<file path="src/rtl/twf_pkg.sv">
package twf_pkg;
  localparam int EXCL_BIT  = 24;
  localparam int SSEN_BIT  = 25;
  localparam int STOP_LSB  = 16;
  localparam int KIND_W    = 3;
endpackage

</file>
<file path="src/rtl/twf_regfile.sv">
module twf_regfile
  import twf_pkg::*;
#(
  parameter int NUM_CMP = 8,
  parameter int ADDR_W  = 32,
  parameter int DATA_W  = 32,
  parameter int IDX_W   = 5
) (
  input  logic                               clk,
  input  logic                               rst,
  input  logic                               wr_en,
  input  logic [IDX_W-1:0]                   wr_idx,
  input  logic [DATA_W-1:0]                  wr_data,
  output logic [NUM_CMP-1:0][ADDR_W-1:0]     cmp_val_o,
  output logic [NUM_CMP-1:0][KIND_W-1:0]     cmp_kind_o,
  output logic [NUM_CMP-1:0]                 start_mask_o,
  output logic [NUM_CMP-1:0]                 stop_mask_o,
  output logic [NUM_CMP/2-1:0]               pair_en_o,
  output logic                               excl_o,
  output logic                               ss_en_o
);
  localparam int NUM_PAIR = NUM_CMP / 2;
  localparam int SS_IDX   = 2 * NUM_CMP;
  localparam int CTRL_IDX = 2 * NUM_CMP + 1;

  logic unused_wr_bits;
  assign unused_wr_bits = ^wr_data;

  for (genvar i = 0; i < NUM_CMP; i++) begin : g_cmp_regs
    always_ff @(posedge clk) begin
      if (rst) begin
        cmp_val_o[i]  <= '0;
        cmp_kind_o[i] <= '0;
      end else if (wr_en) begin
        if (wr_idx == IDX_W'(i))
          cmp_val_o[i] <= wr_data[ADDR_W-1:0];
        if (wr_idx == IDX_W'(NUM_CMP + i))
          cmp_kind_o[i] <= wr_data[KIND_W-1:0];
      end
    end
  end

  always_ff @(posedge clk) begin
    if (rst) begin
      start_mask_o <= '0;
      stop_mask_o  <= '0;
      pair_en_o    <= '0;
      excl_o       <= 1'b0;
      ss_en_o      <= 1'b0;
    end else if (wr_en) begin
      if (wr_idx == IDX_W'(SS_IDX)) begin
        start_mask_o <= wr_data[NUM_CMP-1:0];
        stop_mask_o  <= wr_data[STOP_LSB +: NUM_CMP];
      end
      if (wr_idx == IDX_W'(CTRL_IDX)) begin
        pair_en_o <= wr_data[NUM_PAIR-1:0];
        excl_o    <= wr_data[EXCL_BIT];
        ss_en_o   <= wr_data[SSEN_BIT];
      end
    end
  end
endmodule

</file>
<file path="src/rtl/twf_cmp.sv">
module twf_cmp
  import twf_pkg::*;
#(
  parameter int ADDR_W = 32
) (
  input  logic [ADDR_W-1:0] addr_i,
  input  logic [KIND_W-1:0] kind_i,
  input  logic [ADDR_W-1:0] val_i,
  input  logic [KIND_W-1:0] cmp_kind_i,
  output logic              eq_o,
  output logic              ge_o,
  output logic              kind_ok_o
);
  // Code all-ones is reserved: it marks idle and never matches.
  assign kind_ok_o = (kind_i == cmp_kind_i) && (cmp_kind_i != '1);
  assign ge_o      = (addr_i >= val_i);
  assign eq_o      = (addr_i == val_i) && kind_ok_o;
endmodule

</file>
<file path="src/rtl/twf_gate.sv">
module twf_gate #(
  parameter int NUM_CMP = 8
) (
  input  logic                 clk,
  input  logic                 rst,
  input  logic                 event_i,
  input  logic [NUM_CMP-1:0]   eq_hit_i,
  input  logic [NUM_CMP-1:0]   ge_i,
  input  logic [NUM_CMP-1:0]   kind_ok_i,
  input  logic [NUM_CMP/2-1:0] pair_en_i,
  input  logic                 excl_i,
  input  logic                 ss_en_i,
  input  logic [NUM_CMP-1:0]   start_mask_i,
  input  logic [NUM_CMP-1:0]   stop_mask_i,
  output logic                 trace_enable_o,
  output logic                 ss_state_o
);
  localparam int NUM_PAIR = NUM_CMP / 2;

  logic [NUM_PAIR-1:0] win_hit;
  logic                any_hit;
  logic                range_ok;
  logic                start_fire;
  logic                stop_fire;
  logic                ss_next;

  for (genvar n = 0; n < NUM_PAIR; n++) begin : g_win
    assign win_hit[n] = pair_en_i[n] & kind_ok_i[2*n]
                      & ge_i[2*n] & ~ge_i[2*n+1];
  end

  assign any_hit    = |win_hit;
  assign range_ok   = excl_i ? ~any_hit : any_hit;
  assign start_fire = |(eq_hit_i & start_mask_i);
  assign stop_fire  = |(eq_hit_i & stop_mask_i);

  always_comb begin
    ss_next = ss_state_o;
    if (start_fire) ss_next = 1'b1;
    if (stop_fire)  ss_next = 1'b0;
  end

  always_ff @(posedge clk) begin
    if (rst) begin
      ss_state_o     <= 1'b0;
      trace_enable_o <= 1'b0;
    end else begin
      ss_state_o     <= ss_next;
      trace_enable_o <= event_i & range_ok & (~ss_en_i | ss_next);
    end
  end
endmodule

</file>
<file path="src/rtl/trace_window_filter.sv">
module trace_window_filter
  import twf_pkg::*;
#(
  parameter int NUM_CMP = 8,
  parameter int ADDR_W  = 32,
  parameter int DATA_W  = 32
) (
  input  logic                              clk,
  input  logic                              rst,
  input  logic                              cfg_wr_en,
  input  logic [$clog2(2*NUM_CMP+2)-1:0]    cfg_wr_idx,
  input  logic [DATA_W-1:0]                 cfg_wr_data,
  input  logic [ADDR_W-1:0]                 fetch_addr_i,
  input  logic [KIND_W-1:0]                 fetch_kind_i,
  input  logic                              trace_event_i,
  output logic                              trace_enable_o
);
  localparam int IDX_W    = $clog2(2*NUM_CMP+2);
  localparam int NUM_PAIR = NUM_CMP / 2;

  logic [NUM_CMP-1:0][ADDR_W-1:0] cmp_val;
  logic [NUM_CMP-1:0][KIND_W-1:0] cmp_kind;
  logic [NUM_CMP-1:0]             start_mask;
  logic [NUM_CMP-1:0]             stop_mask;
  logic [NUM_PAIR-1:0]            pair_en;
  logic                           excl;
  logic                           ss_en;
  logic [NUM_CMP-1:0]             eq_hit;
  logic [NUM_CMP-1:0]             ge;
  logic [NUM_CMP-1:0]             kind_ok;
  logic                           ss_state;

  twf_regfile #(
    .NUM_CMP(NUM_CMP), .ADDR_W(ADDR_W), .DATA_W(DATA_W), .IDX_W(IDX_W)
  ) u_regs (
    .clk(clk), .rst(rst),
    .wr_en(cfg_wr_en), .wr_idx(cfg_wr_idx), .wr_data(cfg_wr_data),
    .cmp_val_o(cmp_val), .cmp_kind_o(cmp_kind),
    .start_mask_o(start_mask), .stop_mask_o(stop_mask),
    .pair_en_o(pair_en), .excl_o(excl), .ss_en_o(ss_en)
  );

  for (genvar i = 0; i < NUM_CMP; i++) begin : g_cmp
    twf_cmp #(.ADDR_W(ADDR_W)) u_cmp (
      .addr_i(fetch_addr_i), .kind_i(fetch_kind_i),
      .val_i(cmp_val[i]), .cmp_kind_i(cmp_kind[i]),
      .eq_o(eq_hit[i]), .ge_o(ge[i]), .kind_ok_o(kind_ok[i])
    );
  end

  twf_gate #(.NUM_CMP(NUM_CMP)) u_gate (
    .clk(clk), .rst(rst), .event_i(trace_event_i),
    .eq_hit_i(eq_hit), .ge_i(ge), .kind_ok_i(kind_ok),
    .pair_en_i(pair_en), .excl_i(excl), .ss_en_i(ss_en),
    .start_mask_i(start_mask), .stop_mask_i(stop_mask),
    .trace_enable_o(trace_enable_o), .ss_state_o(ss_state)
  );
endmodule

</file>
<file path="config.mk">
export PLATFORM = sky130hd
export DESIGN_NAME = trace_window_filter
export DESIGN_NICKNAME = d
export VERILOG_FILES = /design/src/rtl/twf_pkg.sv /design/src/rtl/twf_regfile.sv /design/src/rtl/twf_cmp.sv /design/src/rtl/twf_gate.sv /design/src/rtl/trace_window_filter.sv
export SDC_FILE = /design/constraint.sdc
export NUM_CORES = 1
export LEC_CHECK = 0
export BUFFER_PORTS_ARGS = -buffer_cell sky130_fd_sc_hd__buf_4
export CORE_MARGIN = 3
export CORE_UTILIZATION = 46
export DETAILED_ROUTE_END_ITERATION = 6
export PLACE_DENSITY = 0.66
export SYNTH_ARGS = -nofsm -noshare
export SYNTH_HDL_FRONTEND = slang
export SYNTH_SLANG_ARGS = --single-unit
</file>
<file path="constraint.sdc">
create_clock -name clk -period 6.8 [get_ports clk]
set_input_delay 1.02 -clock clk [delete_from_list [all_inputs] [get_ports clk]]
set_output_delay 1.02 -clock clk [all_outputs]
set_load 0.01 [all_outputs]
</file>
; Word-level counts from Yosys, hierarchy flattened
; Cells that the tools add are included.
[op_classes]
muxes = 3
reduce_logical = 38
order_cmp = 8
n_eq_ne = 41
n_bitwise = 23
[ops]
columns = cell, count
row1 = 32-bit == test, 8
row2 = 32-bit greater-or-equal comparator, 8
row3 = 5-bit by 4-bit == test with 1-bit output (second input constant), 8
row4 = 2-bit AND reduction, 18
row5 = 3-bit == test, 8
row6 = 3-bit != test (second input constant), 8
row7 = 5-bit by 3-bit == test with 1-bit output (second input constant), 4
row8 = 8-bit bitwise AND, 2
row9 = 1-bit logical AND, 16
row10 = 8-bit OR reduction, 2
row11 = 1-bit bitwise AND, 14
row12 = 5-bit by 2-bit == test with 1-bit output (second input constant), 2
row13 = 5-bit == test (second input constant), 2
row14 = 1-bit inverter, 6
row15 = 5-bit by 1-bit == test with 1-bit output (second input constant), 1
row16 = 5-bit zero test, 1
row17 = 4-bit OR reduction, 1
row18 = 1-bit 2-to-1 mux, 3
row19 = 1-bit bitwise OR, 1
[totals]
register_bits = 304
elab_cells = 136
output_inout_bits = 1

; Depth between registers and ports, before layout
; Gate-level depths: netlist of run 1.
[depth]
depth_word = 10
depth_mapped = 10

; Cells and area by module
; Synthesis of run 1 repeated with hierarchy kept, for this count alone.
[hier_totals]
hier_cells = 2033
area_unflattened_um2 = 18899.4
[modules_own_cells]
columns = module, cells_each, n_inst, area_each_um2
row1 = twf_regfile, 1068, 1, 11822.6
row2 = twf_cmp, 118, 8, 859.6
row3 = twf_gate, 21, 1, 200.2

; Worst setup path after synthesis of run 1
; Ideal clock, no wire load.
[synth_timing]
path_type = input to register
startpoint = input fetch_addr_i[14]
endpoint = register u_gate.trace_enable_o
t_required_ps = 6688
path_slack_ps = 3411
t_arrival_ps = 3277
path_stages = 8
n_path_buf = 0
cell_sequence = ha_1 -> nand4_1 -> or4_1 -> or4_1 -> a31oi_1 -> a2111oi_1 -> o31a_1 -> a2111oi_1
[synth_via]
elab_chain_len = 8
word_cells_on_any_way = 48
classes_between = order compare: 8 / eq/ne: 8 / mux: 3 / bitwise: 18 / reduce/logical: 11
[synth_lines]
columns = item, line_no
row1 = from (decl), trace_window_filter.sv:13  ; input logic [ADDR_W-1:0] fetch_addr_i,
row2 = 32-bit greater-or-equal comparator / 32-bit == test (equally long branches), "twf_cmp.sv:16, twf_cmp.sv:17"
row3 = "1-bit bitwise AND, or another cell as far along", twf_gate.sv:29  ; & ge_i[2*n] & ~ge_i[2*n+1];
row4 = 1-bit bitwise AND / 8-bit bitwise AND (equally long branches), "twf_gate.sv:29, twf_gate.sv:34"
row5 = 4-bit OR reduction / 8-bit OR reduction (equally long branches), "twf_gate.sv:32, twf_gate.sv:34"
row6 = 1-bit inverter / 1-bit 2-to-1 mux (equally long branches), "twf_gate.sv:33, twf_gate.sv:39"
row7 = "1-bit 2-to-1 mux, on equally long branches", "twf_gate.sv:33, twf_gate.sv:40"
row8 = 1-bit bitwise AND / 1-bit bitwise OR (equally long branches), twf_gate.sv:49  ; trace_enable_o <= event_i & range_ok & (~ss_en_i | ss_next);
row9 = 1-bit bitwise AND *, twf_gate.sv:49
row10 = to (signal assigned), twf_gate.sv:49
row11 = to (decl), twf_gate.sv:15  ; output logic trace_enable_o,
; Mark *: on every way between the ends. The rest lies on a longest branch, timed or not.
; A chain may end at the register's enable or synchronous reset.

; Worst setup path in the final report of run 1
[layout_timing]
startpoint = input fetch_addr_i[11]
endpoint = register u_gate.trace_enable_o
; The elaborated chain is that of the path after synthesis.

==> results.ini, run 1 <==
[status]
status=completed

[yosys]
synth-edff-count=0
yosys_most_used_dff=dfxtp_1
syn-instance-count=2345
synth_commonest_cells=nand2_1 (627), a21oi_1 (394), dfxtp_1 (304)
mean_syn_cell_area_sq_um=7.46
synth_warnings=0
synth_seq_area_share_pct=34.8
netlist_top_cells_area=dfxtp_1 (35%), ha_1 (18%), nand2_1 (13%)
netlist.top_cell.by_area=dfxtp_1
yosysMostFrequentCell=nand2_1
asyncSetResetFlopFracSynth_pct=0
synth.top_cell.area_share_pct=34.8
synthesized_net_count=2677
synth_area_sq_um=17500
postSynthRegisterBits=304
post_synth_num_cell_types=60

[clocking]
cts-buffers-inserted=36
count_of_hold_fix_buffers_inserted_at_cts=0
postCtsResizedCells=0
cts.sinks=304
clkTransAtPathRegs_ps=60
clk_latency_ps=550
ctsLongestPathBuffers=3
cts_root_buf=clkbuf_16
cts-htree-levels=2
cts_tree=built
cts_setup_buffers=0

[timing]
totalNegativeSetupSlack_ps=0
maxClockFrequency_mhz=284
finalMaxSlewViolations=0
clock_skew_ps=19.2
slew_headroom_pct=18.4
final.period_utilization_pct=51.8
timing.final.hold_violations=0
max_slew.worst_pin.slew_ps=1220
min_period_ps=3520
rsz_0062_raised_after_global_routing=no
post-route-worst-setup-slack_ps=3280
setup_violators_final=0

[worst_setup_path]
timing.reg2reg.worst_path_depth=10
timing.critical_path.to_type=flip-flop
timing.critical_path.arrival_ps=3960
worst_ep_required_time_ps=7240
crit_path_cell_trace=buf_4 > ha_1 > nand4_1 > nor4_1 > o21ai_0 > a311oi_1 > nor2_1 > o41ai_1 > nor4_1 > a2111oi_1
path_class=in2reg
cp_slowest_cell=a311oi_1
critical_path.reg2reg.startpoint=u_regs.cmp_val_o[78]
critical_path.max_fanout=8
reg2reg_setup_slack_ps=3550
critPathLaunchType=primary input
crit_path_frequent_cell=nor4_1
r2r_end=u_gate.trace_enable_o
critical-path-max-stage-delay_ps=570

[place]
finalWeightedCongestion=0.922
dpl_worst_slack_ps=2830
dp_hpwl_microns=38100
numPortBuffers=76

[drt]
vias_per_cell=5.50
detailedRoute.firstIterationViolations=1029
total_vias_in_the_final_route=15816
drt_first_pass_iters=6
detail_route.wl_per_cell_microns=19.1
drt_drc_violations_left=0
wl_microns=55100
antenna_violating_nets_post_route=0

[floorplanning]
die_outline_height_microns=201
io_pins=77
area_of_the_die_sq_um=40400
row_count=70
starting_density_of_the_core_pct=47.2
die_w_microns=201
fp.coreArea_sq_um=37000

[layout]
drive_above_1_share_pct=7.04
fin_nets=2676
multi_input_comb_area_sq_um=10000
nFillCells=3573
n_antenna_cell=0
syn2layout_area_growth_pct=12.5
seq_area_sq_um=6090

[min_path]
worstHoldPathCells=1
timing.hold.worst_endpoint=u_gate.trace_enable_o
timing.hold.worst.start=u_regs.ss_en_o
tightest_hold_check_type=reg2reg

[global_route]
grt_start_max_net_pins=111
grt_antenna_before_repair=0
grt_usage_pct=26.7
wire_length_of_the_first_global_routing_pass_microns=85200
number_of_global_route_vias_before_repair=15198
grt_overflow=0

[power_and_ir_drop]
ir_worst_vdd_v=0.000193
total_leakage_power_nw=6.90
cellPowerDensity_nw_per_um2=221

[job]
max_capacitance_violation_count=0

==> worst max-delay path by stage <==
stage | endpoint | slack [ps] | from
global placement | u_gate.trace_enable_o | 2840 | fetch_addr_i[11]
detailed placement | u_gate.trace_enable_o | 2830 | fetch_addr_i[19]
floorplan | u_gate.trace_enable_o | 3410 | fetch_addr_i[14]
CTS | u_gate.trace_enable_o | 3380 | fetch_addr_i[11]
finish | u_gate.trace_enable_o | 3280 | fetch_addr_i[11]
global route | u_gate.trace_enable_o | 3180 | fetch_addr_i[11]
==> routing by layer <==
| layer | GRT usage (%) | wire length, microns |
|---|---|---|
| met4 | 10.3 | 2040 |
| met5 | 0 | 0 |
| met2 | 45.4 | 26300 |
| met1 | 33.4 | 23200 |
| met3 | 5.12 | 3480 |
==> sequential cells by signal (all words and copies together), names as in the netlist <==
register,count
u_regs.pair_en_o,4
u_gate.ss_state_o,1
u_regs.excl_o,1
u_regs.start_mask_o,8
u_regs.stop_mask_o,8
u_regs.ss_en_o,1
u_regs.cmp_val_o,256
u_regs.cmp_kind_o,24
u_gate.trace_enable_o,1
==> metrics by stage <==
stage                     utilization [%]  area [sq um]  std cells  power [mW]  hold slack [ps]
final                                53.1         19700       2876        4.34              448
after global routing                 53.1         19700       2876        4.49              467
after CTS                            53.1         19700       2876        4.38              448
after detailed placement             49.6         18400       2810        2.25              440
after global placement               49.6         18400       2810        2.23              441
after floorplan                         -         17500       2345        2.09              414
==> report_power, final <==
group / internal [mW] / total [mW] / leakage [nW] / switching, mW
clock network: 1.33 / 2.13 / 0.652 / 0.801
registers: 1.79 / 1.80 / 2.45 / 0.00701
logic: 0.146 / 0.412 / 3.80 / 0.265
==> cell type report <==
class	count	share of cell area, %
Multi-Input combinational cell	1660	50.9
Sequential cell	304	30.9
Clock buffer	52	5.65
Inverter	251	4.79
Timing Repair Buffer	91	3.51
Tap cell	504	3.20
Clock inverter	14	1.07
==> critical path: cells and delay by family <==
family,cells,cell delay [ps]
adders and majority gates,1,320
and+or+nand+nor,4,890
AOI/OAI and AO/OA,4,1560
buffers and inverters,1,160
==> cell usage in the layout, fill, tap and decap left out, types with 11 or more instances in the layout <==
| cell type | count |
|---|---|
| a21o_1 | 19 |
| a21oi_1 | 394 |
| buf_4 | 90 |
| clkbuf_16 | 37 |
| clkbuf_8 | 13 |
| dfxtp_1 | 304 |
| ha_1 | 256 |
| inv_1 | 251 |
| nand2_1 | 627 |
| nand2b_1 | 13 |
| nand3_1 | 35 |
| nand4_1 | 55 |
| nor2_1 | 50 |
| nor2b_1 | 11 |
| o21ai_0 | 41 |
==> logic make-up after synthesis <==
group / after synthesis / share of synthesized area, %
multiplexers: 9 / 0.515
AND/OR/NAND/NOR: 855 / 20.7
buffers and inverters: 381 / 8.29
flip-flops: 304 / 34.8
XOR/XNOR: 16 / 0.801
adder cells (fa/ha/maj): 256 / 18.3
AO/OA/AOI/OAI: 524 / 16.6
(Power assumes the default switching activity.)
==> run 2, diff against run 1 <==
PLACE_DENSITY = 0.69   (was 0.66)
clock period = 2.85 ns   (was 6.8 ns; I/O delays follow)
==> run 2 against run 1 <==
- utilization is 3.5 points higher
- die area unchanged
- power up 130%
- critical path type is now reg2reg
- critical endpoint unchanged
==> results.ini, run 2 (synthesis gave the netlist of run 1 again) <==
[layout]
syn2layout_area_growth_pct=20.0  ; was 12.5%
nFillCells=3459  ; was 3,573
final_design_area_no_fill_sq_um=21000  ; was 19,700 sq um
n_antenna_cell=0  ; unchanged
flip_flop_count_of_the_largest_register_after_layout=256  ; unchanged
fin_nets=2817  ; was 2,676
commonest_non_fill_non_tap_cells_in_the_layout=nand2_1 (627), a21oi_1 (394), dfxtp_1 (286)  ; was nand2_1 (627), a21oi_1 (394), dfxtp_1 (304)
biggest_registers_after_layout=u_regs.cmp_val_o x256, u_regs.cmp_kind_o x24  ; unchanged
most_flops_register=u_regs.cmp_val_o  ; unchanged
drive_above_1_share_pct=13.9  ; was 7.04%
layout.cells.most_common=nand2_1  ; unchanged

[timing]
setup_violators_final=0  ; unchanged
final.period_utilization_pct=95.8
maxClockFrequency_mhz=366
finalMaxSlewViolations=0  ; unchanged
timing.final.hold_violations=0  ; unchanged
slew_headroom_pct=57.2  ; was 18.4%
totalNegativeSetupSlack_ps=0  ; unchanged
post-route-worst-setup-slack_ps=119  ; was 3280 ps
clock_skew_ps=19.0  ; was 19.2 ps
max_slew.worst_pin.slew_ps=642  ; was 1220 ps
min_period_ps=2730

[worst_setup_path]
worst_ep_required_time_ps=3260  ; was 7240 ps
path_class=reg2reg  ; was in2reg
critical_path.max_fanout=2  ; was 8
timing.critical_path.arrival_ps=3140  ; was 3960 ps
critPathLaunchType=flip-flop  ; was primary input
timing.critical_path.to_type=flip-flop  ; unchanged

[power_and_ir_drop]
ir_worst_vdd_v=0.000460  ; was 0.000193 V
total_power_of_the_final_layout_mw=10.1  ; was 4.34 mW
total_leakage_power_nw=7.58  ; was 6.90 nW
cellPowerDensity_nw_per_um2=480  ; was 221 nW/um^2

[drt]
detail_route.wl_per_cell_microns=18.3  ; was 19.1 microns
drt_first_pass_iters=7  ; was 6
total_vias_in_the_final_route=16475  ; was 15,816
antenna_violating_nets_post_route=0  ; unchanged
detailedRoute.firstIterationViolations=1079  ; was 1,029
drt_drc_violations_left=0  ; unchanged
vias_per_cell=5.46  ; was 5.50
wl_microns=55100  ; about the same

[clocking]
cts.sinks=304  ; unchanged
count_of_hold_fix_buffers_inserted_at_cts=0  ; unchanged
cts_root_buf=clkbuf_16  ; unchanged
cts-htree-levels=2  ; unchanged
cts_tree=built  ; unchanged
clkTransAtPathRegs_ps=60  ; about the same
cts-buffers-inserted=36  ; unchanged
ctsLongestPathBuffers=3  ; unchanged
clk_latency_ps=530  ; was 550 ps

[global_route]
grt_usage_pct=26.7  ; about the same
grt_start_max_net_pins=86  ; was 111
grt_antenna_before_repair=0  ; unchanged
wire_length_of_the_first_global_routing_pass_microns=86700  ; was 85,200 microns
grt_overflow=0  ; unchanged
number_of_global_route_vias_before_repair=16362  ; was 15,198

[floorplanning]
io_pins=77  ; unchanged
die_outline_height_microns=201  ; unchanged
starting_density_of_the_core_pct=47.2  ; unchanged
area_of_the_die_sq_um=40400  ; unchanged
row_count=70  ; unchanged
fp.coreArea_sq_um=37000  ; unchanged
die_w_microns=201  ; unchanged

[status]
status=completed  ; unchanged

[min_path]
tightest_hold_check_type=in2reg  ; was reg2reg

[job]
max_capacitance_violation_count=0  ; unchanged

[place]
numPortBuffers=76  ; unchanged
dpl_worst_slack_ps=-405  ; was 2830 ps
dp_hpwl_microns=39600  ; was 38,100 microns
place_area_sq_um=19400  ; was 18,400 sq um
finalWeightedCongestion=0.931  ; was 0.922

-- run 2: cell type report --
type / count / area (sq um) / area share, %
inverters: 251 / 942 / 4.49
flip-flops and latches: 304 / 6110 / 29.1
clock inverters: 11 / 140 / 0.668
well taps: 504 / 631 / 3.00
multi-input cells: 1660 / 10300 / 49.1
clock buffers: 54 / 1040 / 4.95
repair buffers: 232 / 1820 / 8.69
-- run 2: power by group --
group	switching, mW	total, mW	internal, mW
Combinational	0.671	1.13	0.455
Sequential	0.0164	4.30	4.28
Clock	1.85	4.65	2.80
Total	2.53	10.1	7.54
-- run 2: through the flow --
stage | hold slack (ps) | std cells | util (%)
global route | 191 | 3016 | 56.7
finish | 192 | 3016 | 56.7
detailed placement | 446 | 2947 | 52.5
CTS | 184 | 3014 | 56.0
global placement | 442 | 2947 | 52.5
floorplan | 414 | 2345 | -
-- run 2: worst paths after layout --
check | to | from | cells past startpoint | slack (ps)
max | u_gate.trace_enable_o | u_regs.cmp_val_o[170] | 9 | 120
min | u_regs.cmp_val_o[247] | cfg_wr_data[23] | 3 | 190
max reg2reg | u_gate.trace_enable_o | u_regs.cmp_val_o[170] | 9 | 120
min reg2reg | u_regs.cmp_val_o[61] | u_regs.cmp_val_o[61] | 2 | 450
-- run 2: per-layer routing --
layer,GRT usage [%],share of wire (%),up-vias
met5,0,0,-
met2,47.8,49,495
met4,11.0,4.2,0
met1,32.4,42,7736
li1,-,-,8104
met3,3.10,5.4,140
-- run 2: critical path, stage by stage (launching register included) --
cell and delay, ps:
dfxtp_2 320, inv_1 50, ha_1 290, nand4_1 180
or4_4 540, or4_4 540, a31oi_4 190, a2111oi_2 70
nor4_1 350, a2111oi_2 80
-- run 2: timing repair --
action | CTS | global route
setup buffers | 2 | 2
pin swaps | 11 | 19
setup endpoints to repair | 2 | 2
gates resized for setup | 24 | 33
endpoints found under the hold margin | 0 | 0
